File: src/rtl/fpfix_pkg.sv
package fpfix_pkg;

    typedef enum logic [1:0] {
        RM_NEAR = 2'b00,
        RM_ZERO = 2'b01,
        RM_UP   = 2'b10,
        RM_DOWN = 2'b11
    } fpfix_rmode_t;

    typedef struct packed {
        logic neg;
        logic inf;
        logic norm;
        logic den;
        logic zero;
    } fpfix_class_t;

    typedef struct packed {
        logic         ovf;
        logic         unf;
        logic         inx;
        logic         fi;
        fpfix_class_t cls;
    } fpfix_stat_t;

    typedef struct packed {
        logic [63:0] res;
        fpfix_stat_t st;
    } fpfix_out_t;

endpackage

File: src/rtl/fpfix_ovf_default.sv
module fpfix_ovf_default
    import fpfix_pkg::*;
#(
    parameter int EW = 11,
    parameter int FW = 52
) (
    input  logic          sign_i,
    input  fpfix_rmode_t  rmode_i,
    output logic [EW-1:0] fld_o,
    output logic [FW-1:0] frac_o,
    output logic          is_inf_o
);
    localparam logic [EW-1:0] EXP_ONES = {EW{1'b1}};
    localparam logic [EW-1:0] EXP_MAXF = EXP_ONES - 1'b1;

    logic to_inf;

    always_comb begin
        unique case (rmode_i)
            RM_NEAR: to_inf = 1'b1;
            RM_ZERO: to_inf = 1'b0;
            RM_UP:   to_inf = ~sign_i;
            RM_DOWN: to_inf = sign_i;
            default: to_inf = 1'b1;
        endcase
        if (to_inf) begin
            fld_o  = EXP_ONES;
            frac_o = '0;
        end else begin
            fld_o  = EXP_MAXF;
            frac_o = '1;
        end
        is_inf_o = to_inf;
    end
endmodule

File: src/rtl/fpfix_fmt_path.sv
module fpfix_fmt_path
    import fpfix_pkg::*;
#(
    parameter int EW = 11,
    parameter int FW = 52,
    parameter int XW = 13
) (
    input  logic                sign_i,
    input  logic signed [XW-1:0] exp_i,
    input  logic [FW-1:0]       frac_i,
    input  logic                tiny_i,
    input  logic                lossy_i,
    input  logic                inexact_i,
    input  fpfix_rmode_t        rmode_i,
    input  logic                ovf_en_i,
    input  logic                unf_en_i,
    output logic [EW+FW:0]      res_o,
    output fpfix_stat_t         st_o
);
    localparam int BIAS = (1 << (EW - 1)) - 1;
    localparam int WRAP = 3 << (EW - 2);
    localparam int EMAX = BIAS;

    int            e_ext;
    logic          over;
    logic [EW-1:0] fld_norm;
    logic [EW-1:0] fld_ovf_wrap;
    logic [EW-1:0] fld_unf_wrap;
    logic [EW-1:0] dflt_fld;
    logic [FW-1:0] dflt_frac;
    logic          dflt_inf;

    assign e_ext        = int'(exp_i);
    assign over         = e_ext > EMAX;
    assign fld_norm     = EW'(e_ext + BIAS);
    assign fld_ovf_wrap = EW'(e_ext - WRAP + BIAS);
    assign fld_unf_wrap = EW'(e_ext + WRAP + BIAS);

    fpfix_ovf_default #(.EW(EW), .FW(FW)) dflt_i (
        .sign_i   (sign_i),
        .rmode_i  (rmode_i),
        .fld_o    (dflt_fld),
        .frac_o   (dflt_frac),
        .is_inf_o (dflt_inf)
    );

    logic [EW-1:0] fld;
    logic [FW-1:0] frc;

    always_comb begin
        fld         = fld_norm;
        frc         = frac_i;
        st_o        = '0;
        st_o.inx    = inexact_i;
        st_o.fi     = inexact_i;
        st_o.cls.neg  = sign_i;
        st_o.cls.norm = 1'b1;
        if (over) begin
            st_o.ovf = 1'b1;
            if (ovf_en_i) begin
                fld = fld_ovf_wrap;
            end else begin
                fld           = dflt_fld;
                frc           = dflt_frac;
                st_o.inx      = 1'b1;
                st_o.fi       = 1'b1;
                st_o.cls.inf  = dflt_inf;
                st_o.cls.norm = ~dflt_inf;
            end
        end else if (tiny_i) begin
            st_o.unf = unf_en_i | lossy_i;
            if (unf_en_i) begin
                fld = fld_unf_wrap;
            end else begin
                fld           = '0;
                st_o.cls.norm = 1'b0;
                st_o.cls.zero = (frac_i == '0);
                st_o.cls.den  = (frac_i != '0);
            end
        end
        res_o = {sign_i, fld, frc};
    end
endmodule

File: src/rtl/fpfix_top.sv
module fpfix_top
    import fpfix_pkg::*;
#(
    parameter int XW = 13
) (
    input  logic          clk,
    input  logic          rst_n,
    input  logic          sign_i,
    input  logic [XW-1:0] exp_i,
    input  logic [51:0]   frac_i,
    input  logic          tiny_i,
    input  logic          lossy_i,
    input  logic          inexact_i,
    input  logic [1:0]    rmode_i,
    input  logic          single_i,
    input  logic          ovf_en_i,
    input  logic          unf_en_i,
    output logic [63:0]   result_o,
    output logic          ovf_o,
    output logic          unf_o,
    output logic          inx_o,
    output logic          fi_o,
    output logic [4:0]    class_o
);
    localparam int DEW = 11;
    localparam int DFW = 52;
    localparam int SEW = 8;
    localparam int SFW = 23;

    fpfix_rmode_t rm;
    assign rm = fpfix_rmode_t'(rmode_i);

    logic [DEW+DFW:0] d_res;
    logic [SEW+SFW:0] s_res;
    fpfix_stat_t      d_st;
    fpfix_stat_t      s_st;

    fpfix_fmt_path #(.EW(DEW), .FW(DFW), .XW(XW)) dbl_i (
        .sign_i (sign_i), .exp_i (exp_i), .frac_i (frac_i),
        .tiny_i (tiny_i), .lossy_i (lossy_i), .inexact_i (inexact_i),
        .rmode_i (rm), .ovf_en_i (ovf_en_i), .unf_en_i (unf_en_i),
        .res_o (d_res), .st_o (d_st)
    );

    logic [28:0] unused_low;
    assign unused_low = frac_i[28:0];

    fpfix_fmt_path #(.EW(SEW), .FW(SFW), .XW(XW)) sgl_i (
        .sign_i (sign_i), .exp_i (exp_i), .frac_i (frac_i[51:29]),
        .tiny_i (tiny_i), .lossy_i (lossy_i), .inexact_i (inexact_i),
        .rmode_i (rm), .ovf_en_i (ovf_en_i), .unf_en_i (unf_en_i),
        .res_o (s_res), .st_o (s_st)
    );

    fpfix_out_t out_d, out_q;

    always_comb begin
        if (single_i) begin
            out_d.res = {32'b0, s_res};
            out_d.st  = s_st;
        end else begin
            out_d.res = d_res;
            out_d.st  = d_st;
        end
    end

    always_ff @(posedge clk or negedge rst_n) begin
        if (!rst_n) begin
            out_q          <= '0;
            out_q.st.cls.zero <= 1'b1;
        end else begin
            out_q <= out_d;
        end
    end

    assign result_o = out_q.res;
    assign ovf_o    = out_q.st.ovf;
    assign unf_o    = out_q.st.unf;
    assign inx_o    = out_q.st.inx;
    assign fi_o     = out_q.st.fi;
    assign class_o  = out_q.st.cls;

    // Registered stage checks
    assert_class_onehot_R10: assert property (@(posedge clk) disable iff (!rst_n)
        $onehot(class_o[3:0]));

    assert_class_sign_R10: assert property (@(posedge clk) disable iff (!rst_n)
        class_o[4] == ($past(single_i) ? result_o[31] : result_o[63]));

    assert_dis_ovf_inexact_R7: assert property (@(posedge clk) disable iff (!rst_n)
        (ovf_o && !$past(ovf_en_i)) |-> (inx_o && fi_o));

    assert_unf_needs_tiny_R4: assert property (@(posedge clk) disable iff (!rst_n)
        unf_o |-> $past(tiny_i));

    assert_dis_unf_lossy_R4: assert property (@(posedge clk) disable iff (!rst_n)
        (unf_o && !$past(unf_en_i)) |-> $past(lossy_i));

    assert_no_ovf_unf_R2: assert property (@(posedge clk) disable iff (!rst_n)
        !(ovf_o && unf_o));

    assert_single_upper_zero_R11: assert property (@(posedge clk) disable iff (!rst_n)
        $past(single_i) |-> (result_o[63:32] == 32'b0));
endmodule

File: config.mk
export PLATFORM = sky130hd
export DESIGN_NAME = fpfix_top
export DESIGN_NICKNAME = d
export VERILOG_FILES = /design/src/rtl/fpfix_pkg.sv /design/src/rtl/fpfix_ovf_default.sv /design/src/rtl/fpfix_fmt_path.sv /design/src/rtl/fpfix_top.sv
export SDC_FILE = /design/constraint.sdc
export NUM_CORES = 1
export LEC_CHECK = 0
export ABC_AREA = 1
export ABC_CLOCK_PERIOD_IN_PS = 800
export BUFFER_PORTS_ARGS = -buffer_cell sky130_fd_sc_hd__clkbuf_2
export CAP_MARGIN = 10
export CORE_ASPECT_RATIO = 0.75
export CORE_MARGIN = 1
export CORE_UTILIZATION = 40
export CTS_CLUSTER_DIAMETER = 120
export DETAILED_ROUTE_END_ITERATION = 10
export GPL_ROUTABILITY_DRIVEN = 0
export MAX_ROUTING_LAYER = met4
export PLACE_DENSITY = 0.7
export SLEW_MARGIN = 10
export SYNTH_ARGS = -nofsm -noshare
export SYNTH_HDL_FRONTEND = slang
export SYNTH_SLANG_ARGS = --single-unit
File: constraint.sdc
create_clock -name clk -period 0.8 [get_ports clk]
set_input_delay 0.08 -clock clk [delete_from_list [all_inputs] [get_ports clk]]
set_output_delay 0.08 -clock clk [all_outputs]
set_load 0.005 [all_outputs]
==> results of run 1 <==
state kept, by name, indices dropped and copies added (netlist names):
register,cells
result_o,64
class_o,5
fi_o,1
ovf_o,1
unf_o,1
tightest hold or removal path, cell delays in order:
cell	delay (ns)
clkbuf_2	0.11
o21ai_2	0.06
inv_1	0.04
metrics by stage:
| stage | total power [mW] | setup slack [ns] | setup TNS [ns] |
|---|---|---|---|
| after floorplan | 5.17 | -0.414 | -24.41 |
| after global placement | 6.44 | -0.690 | -43.93 |
| after detailed placement | 6.49 | -0.755 | -46.70 |
| after CTS | 11.3 | -0.325 | -25.87 |
| after global routing | 12.1 | -0.467 | -36.29 |
| final | 11.6 | -0.409 | -29.80 |
cells in the mapped netlist (all sizes together):
library cell  count
a211oi            1
a21oi             7
a31oi             2
buf              18
clkbuf            1
dfrtp            71
dfstp             1
ha                2
inv              75
nand2           161
nand3            25
nand3b            2
nand4             6
nor2             49
o211ai            1
o21ai            70
o22ai             1
or2               4
xnor2             1
xor2              1
what timing repair did:
item | in CTS | in global routing
setup buffers | 13 | 4
resized for setup | 49 | 59
endpoints found under the hold margin | 85 | 0
gates cloned | 1 | 5
pin swaps | 20 | 24
hold buffers | 14 | 0
endpoints found under the setup margin | 143 | 143
metal layers:
| layer | vias up | wire length [um] | track usage [%] |
|---|---|---|---|
| li1 | 2118 | - | - |
| met1 | 2009 | 6000 | 34.8 |
| met2 | 197 | 6320 | 42.0 |
| met3 | 28 | 773 | 3.92 |
| met4 | 0 | 324 | 8.26 |
| met5 | - | 0 | - |
power groups by stage:
| stage | sequential (mW) | combinational, mW | clock (mW) |
|---|---|---|---|
| floorplan | 4.20 | 0.962 | 0 |
| global placement | 4.17 | 2.27 | 0 |
| detailed placement | 4.17 | 2.32 | 0 |
| CTS | 4.12 | 2.62 | 4.59 |
| global route | 4.14 | 3.22 | 4.75 |
| finish | 4.12 | 2.96 | 4.54 |
logic make-up after synthesis:
kind of cell	after synthesis	share of synthesized area (%)
flops	72	47.0
fa+ha+maj	2	0.652
compound gates	82	12.7
buf+inv	94	11.8
simple gates	247	27.4
xor+xnor	2	0.457
final timing paths:
check	endpoint	start
max in group asynchronous	result_o[42]	rst_n
worst max-delay path	result_o[18]	exp_i[1]
min in group asynchronous	class_o[2]	rst_n
worst min-delay path	result_o[43]	frac_i[43]
cell type report:
type	count	share of cell area [%]
Sequential cell	72	27.0
Timing Repair Buffer	290	31.6
Clock buffer	9	3.37
Multi-Input combinational cell	334	29.7
Inverter	75	4.40
Tap cell	128	2.40
Clock inverter	5	1.59
==> results.py, run 1 <==
metrics = {
    "cells_and_area": {
        "nets": 860,
        "regArea_um2": 1800,
        "multi_input_area_um2": 1990,
        "layout_commonest_cell": "nand2_1",
        "fin_area_um2": 6690,
        "diodes": 0,
        "fillers": 650,
        "final_layout_size_suffix_gt1_share_pct": 50.6,
        "layout_common_cells": "nand2_1 (147), clkbuf_2 (144), buf_4 (105), dfrtp_1 (71), inv_1 (67)",
        "finish.utilization_pct": 72.7,
        "area_delta_synth_final_pct": 74.2,
        "final_cells": 913,
    },
    "critical_path": {
        "required_ns": 1.01,
        "cp_max_fo": 9,
        "setup.worst_path.class": "in -> reg",
        "crit_buf_inv": 3,
        "slowest_delay_ns": 0.19,
        "path_cells": "buf_6, ha_4, inv_2, nand2_1, nor2_1, nand2_1, nand2_2, nand2_8, nand2_8, nand2_8, buf_12, o21ai_2, nand2_1",
        "cp_slowest_cell": "buf_12",
        "arrival_ns": 1.41,
        "endpoint_kind": "register",
        "setup.worst_path.start_class": "input pin",
        "critical_path_depth": 13,
        "critPathTopFamily": "simple AND/OR/NAND/NOR gates",
    },
    "drt": {
        "via_per_inst": 4.77,
        "ant_nets": 0,
        "wl_um": 13400,
        "routedWlPerCell_um": 14.7,
        "first_pass_iters": 5,
        "drc": 0,
        "drt_iter0_drc": 279,
        "vias": 4352,
    },
    "grt": {
        "antenna_found_initial": 0,
        "track_usage_pct": 26.4,
        "grt_max_degree": 28,
        "grt_overflow_total": 0,
        "grt_pass1_wl_um": 19500,
        "first_global_vias": 4086,
    },
    "floorplan": {
        "core_um2": 9200,
        "die_w_um": 115,
        "ioPinCount": 149,
        "die_y_um": 86.8,
        "die_area_um2": 9990,
        "core.rowCount": 30,
        "initial_utilization_pct": 41.7,
    },
    "placement": {
        "dpl_cell_area_um2": 5520,
        "portBuffers": 148,
        "place_hpwl_um": 9100,
        "placed_cells": 863,
    },
    "yosys": {
        "synth_area_leaders": "dfrtp_1 (46%), nand2_1 (15%), inv_1 (7.1%)",
        "yosysWarnings": 0,
        "ys_types": 31,
        "ys_seq_elements": 72,
        "ys_seq_area_share_pct": 47.0,
        "yosysTopAreaCell": "dfrtp_1",
        "syn_avg_cell_area_um2": 7.69,
        "synth_fp_nets": 577,
        "netlist.area_leader.share_pct": 46.3,
        "syn_inst": 499,
        "syn_area_um2": 3840,
    },
    "clock_network": {
        "tritoncts": "built",
        "clock_tree.root_cell": "clkbuf_16",
        "numCtsBuffers": 9,
        "path_clk_slew_ns": 0.06,
        "cts.htree.levels": 3,
        "clkSinkCount": 72,
        "cts_buffer_depth": 2,
    },
    "sta": {
        "fin_crit_ns": 1.21,
        "worst_hold_slack_ns": 0.000968,
        "final_hold_viol_count": 0,
        "rsz0062_at_grt": "true",
        "fmax_ghz": 0.827,
        "tightest_slew_ns": 0.345,
        "slew_headroom_pct": 76.7,
        "setup_viol": 143,
        "setup_ws_ns": -0.409,
        "drv_slew": 0,
        "post-route-period-util_pct": 151,
    },
    "pwr": {
        "peakVddDrop_v": 0.00119,
        "power.share.combinational_pct": 25.5,
        "p_leak_nw": 3.66,
        "p_clk_share_pct": 39.1,
        "power_density_nw_per_um2": 1740,
        "p_sw_share_pct": 27.1,
        "p_int_mw": 8.48,
        "p_seq_share_pct": 35.4,
        "p_switching_mw": 3.14,
    },
    "run_status": {
        "outcome": "finished with violations",
        "failed_checks": "setup timing",
    },
    "job": {
        "max_cap_viol_count": 0,
    },
    "hold_path": {
        "min_path_type": "in -> reg",
        "hold_path_depth": 3,
    },
}
No activity file was read; power rests on OpenSTA's default activity.
==> inputs of run 2 (changes only) <==
==> constraint.sdc (replaced) <==
create_clock -name clk -period 0.8 [get_ports clk]
set_input_delay 0.04 -clock clk [delete_from_list [all_inputs] [get_ports clk]]
set_output_delay 0.04 -clock clk [all_outputs]
set_load 0.005 [all_outputs]
==> run 2 against run 1 <==
  * The flow still finishes with violations (setup timing)
  * Non-clock buffer count up 9
  * First-iteration DRC count up 29%
  * Die area unchanged
  * Total power down 3.6%
  * Utilization up 1.2 points
  * Design area up 1.6%
  * Flip-flop and latch count unchanged
  * Fmax up 6.4%
  * Via count up 5.9%
  * Critical endpoint is now result_o[15]
  * Critical path depth up 2
  * Clock power down 12%
==> results.py, run 2 (synthesis gave the netlist of run 1 again) <==
metrics = {
    "sta": {
        "tightest_slew_ns": 0.354,
        "drv_slew": 0,
        "rsz0062_at_grt": "true",
        "setup_ws_ns": -0.336,
        "setup_viol": 143,
        "final_hold_viol_count": 0,
        "fmax_ghz": 0.880,
        "worst_hold_slack_ns": 0.0115,
        "tns_ns": -21.00,
        "fin_crit_ns": 1.14,
        "slew_headroom_pct": 76.4,
        "post-route-period-util_pct": 142,
    },
    "drt": {
        "vias": 4609,
        "ant_nets": 0,
        "drc": 0,
        "first_pass_iters": 5,
        "drt_iter0_drc": 361,
        "routedWlPerCell_um": 15.8,
        "via_per_inst": 4.99,
        "wl_um": 14600,
    },
    "grt": {
        "grt_max_degree": 28,
        "first_global_vias": 4298,
        "antenna_found_initial": 0,
        "grt_overflow_total": 0,
        "track_usage_pct": 28.6,
        "grt_pass1_wl_um": 20900,
    },
    "cells_and_area": {
        "finish.utilization_pct": 73.9,
        "nets": 870,
        "largest_reg_flops": 64,
        "layout_commonest_cell": "clkbuf_2",
        "diodes": 0,
        "fin_area_um2": 6790,
        "final_layout_size_suffix_gt1_share_pct": 52.0,
        "layout_common_cells": "clkbuf_2 (143), nand2_1 (138), buf_4 (101), dfrtp_1 (71), inv_1 (66)",
        "final_cells": 924,
        "fillers": 633,
        "area_delta_synth_final_pct": 77.0,
    },
    "hold_path": {
        "min_path_type": "in -> reg",
        "hp-start": "frac_i[30]",
        "holdPathEnd": "result_o[30]",
        "hold_path_depth": 4,
    },
    "critical_path": {
        "cpMostUsedCell": "nand2_1",
        "cp_max_fo": 6,
        "endpoint_kind": "register",
        "cp_slowest_cell": "clkbuf_16",
        "path_cells": "buf_6, ha_4, inv_2, nand2_2, nor2_1, nand2_1, buf_6, nand3_4, nand2_4, inv_4, nand2_8, clkbuf_16, nand2_1, nand2_1, nand2_1",
        "setup.worst_path.class": "in -> reg",
        "required_ns": 1.07,
        "slowest_delay_ns": 0.17,
        "arrival_ns": 1.41,
        "setup.worst_path.start_class": "input pin",
    },
    "clock_network": {
        "cts_buffer_depth": 2,
        "tritoncts": "built",
        "cts.htree.levels": 3,
        "numCtsBuffers": 9,
        "clkSinkCount": 72,
        "path_clk_slew_ns": 0.06,
        "clock_tree.root_cell": "clkbuf_16",
    },
    "pwr": {
        "power_density_nw_per_um2": 1650,
        "p_leak_nw": 3.70,
        "peakVddDrop_v": 0.00113,
        "p_clk_share_pct": 35.7,
        "power.share.combinational_pct": 27.6,
        "p_int_mw": 7.92,
        "p_seq_share_pct": 36.7,
        "p_sw_share_pct": 29.3,
        "p_switching_mw": 3.28,
    },
    "run_status": {
        "outcome": "finished with violations",
        "failed_checks": "setup timing",
    },
    "floorplan": {
        "die_w_um": 115,
        "ioPinCount": 149,
        "initial_utilization_pct": 41.7,
        "die_area_um2": 9990,
        "core.rowCount": 30,
        "die_y_um": 86.8,
        "core_um2": 9200,
    },
    "placement": {
        "dpl_cell_area_um2": 5510,
        "place_hpwl_um": 9000,
        "portBuffers": 148,
        "placed_cells": 862,
    },
    "job": {
        "max_cap_viol_count": 0,
    },
}
==> run 2: metal layers <==
layer | routed length (um) | part of all wire [%] | vias to the layer above | track usage [%]
li1 | - | - | 2142 | -
met1 | 6230 | 43 | 2167 | 36.3
met2 | 6870 | 47 | 252 | 45.5
met3 | 975 | 6.7 | 48 | 4.90
met4 | 523 | 3.6 | 0 | 11.5
met5 | 0 | 0 | - | -
==> run 2: worst max path at each step <==
| stage | start | endpoint | slack, ns | cells past startpoint |
|---|---|---|---|---|
| 3_5_place_dp | exp_i[0] | result_o[22] | -0.70 | 13 |
| 2_1_floorplan | exp_i[0] | result_o[3] | -0.37 | 12 |
| 4_1_cts | exp_i[0] | result_o[3] | -0.26 | 14 |
| 5_1_grt | exp_i[1] | result_o[15] | -0.39 | 15 |
| 3_3_place_gp | exp_i[0] | result_o[21] | -0.65 | 13 |
| 6_report | exp_i[1] | result_o[15] | -0.34 | 15 |
==> run 2: area by class of cell <==
type	count	area, um2	area share [%]
multi-input cells	334	1990	29.3
repair buffers	299	2250	33.1
inverters	75	294	4.33
clock inverters	5	58.8	0.866
flip-flops and latches	72	1800	26.5
clock buffers	10	229	3.37
repair inverters	1	11.3	0.166
well taps	128	160	2.36
==> run 2: repair_timing <==
action                     in CTS  in global routing
setup endpoints to repair     143                143
buffers inserted               15                  5
hold endpoints to repair       90                  0
hold buffers                   19                  0
pin swaps                      19                 20
gates cloned                    3                  6
resized for setup              86                 40
==> run 2: metrics by stage <==
step / total power, mW / worst slack [ns]
after floorplan: 5.17 / -0.374
after global placement: 6.44 / -0.651
after detailed placement: 6.48 / -0.696
after CTS: 10.9 / -0.262
after global routing: 11.7 / -0.392
final: 11.2 / -0.336
==> run 2: power by group through the flow <==
| stage | Combinational, mW | Sequential [mW] | Clock [mW] |
|---|---|---|---|
| after floorplan | 0.962 | 4.20 | 0 |
| after global placement | 2.27 | 4.17 | 0 |
| after detailed placement | 2.31 | 4.17 | 0 |
| after CTS | 2.79 | 4.11 | 3.96 |
| after global routing | 3.35 | 4.14 | 4.18 |
| final | 3.10 | 4.11 | 3.99 |
==> run 2: worst max-delay path: cells and delay by family <==
kind	cells	cell delay (ns)
buffers and inverters	5	0.53
adder cells (fa/ha/maj)	1	0.14
AND/OR/NAND/NOR	9	0.69
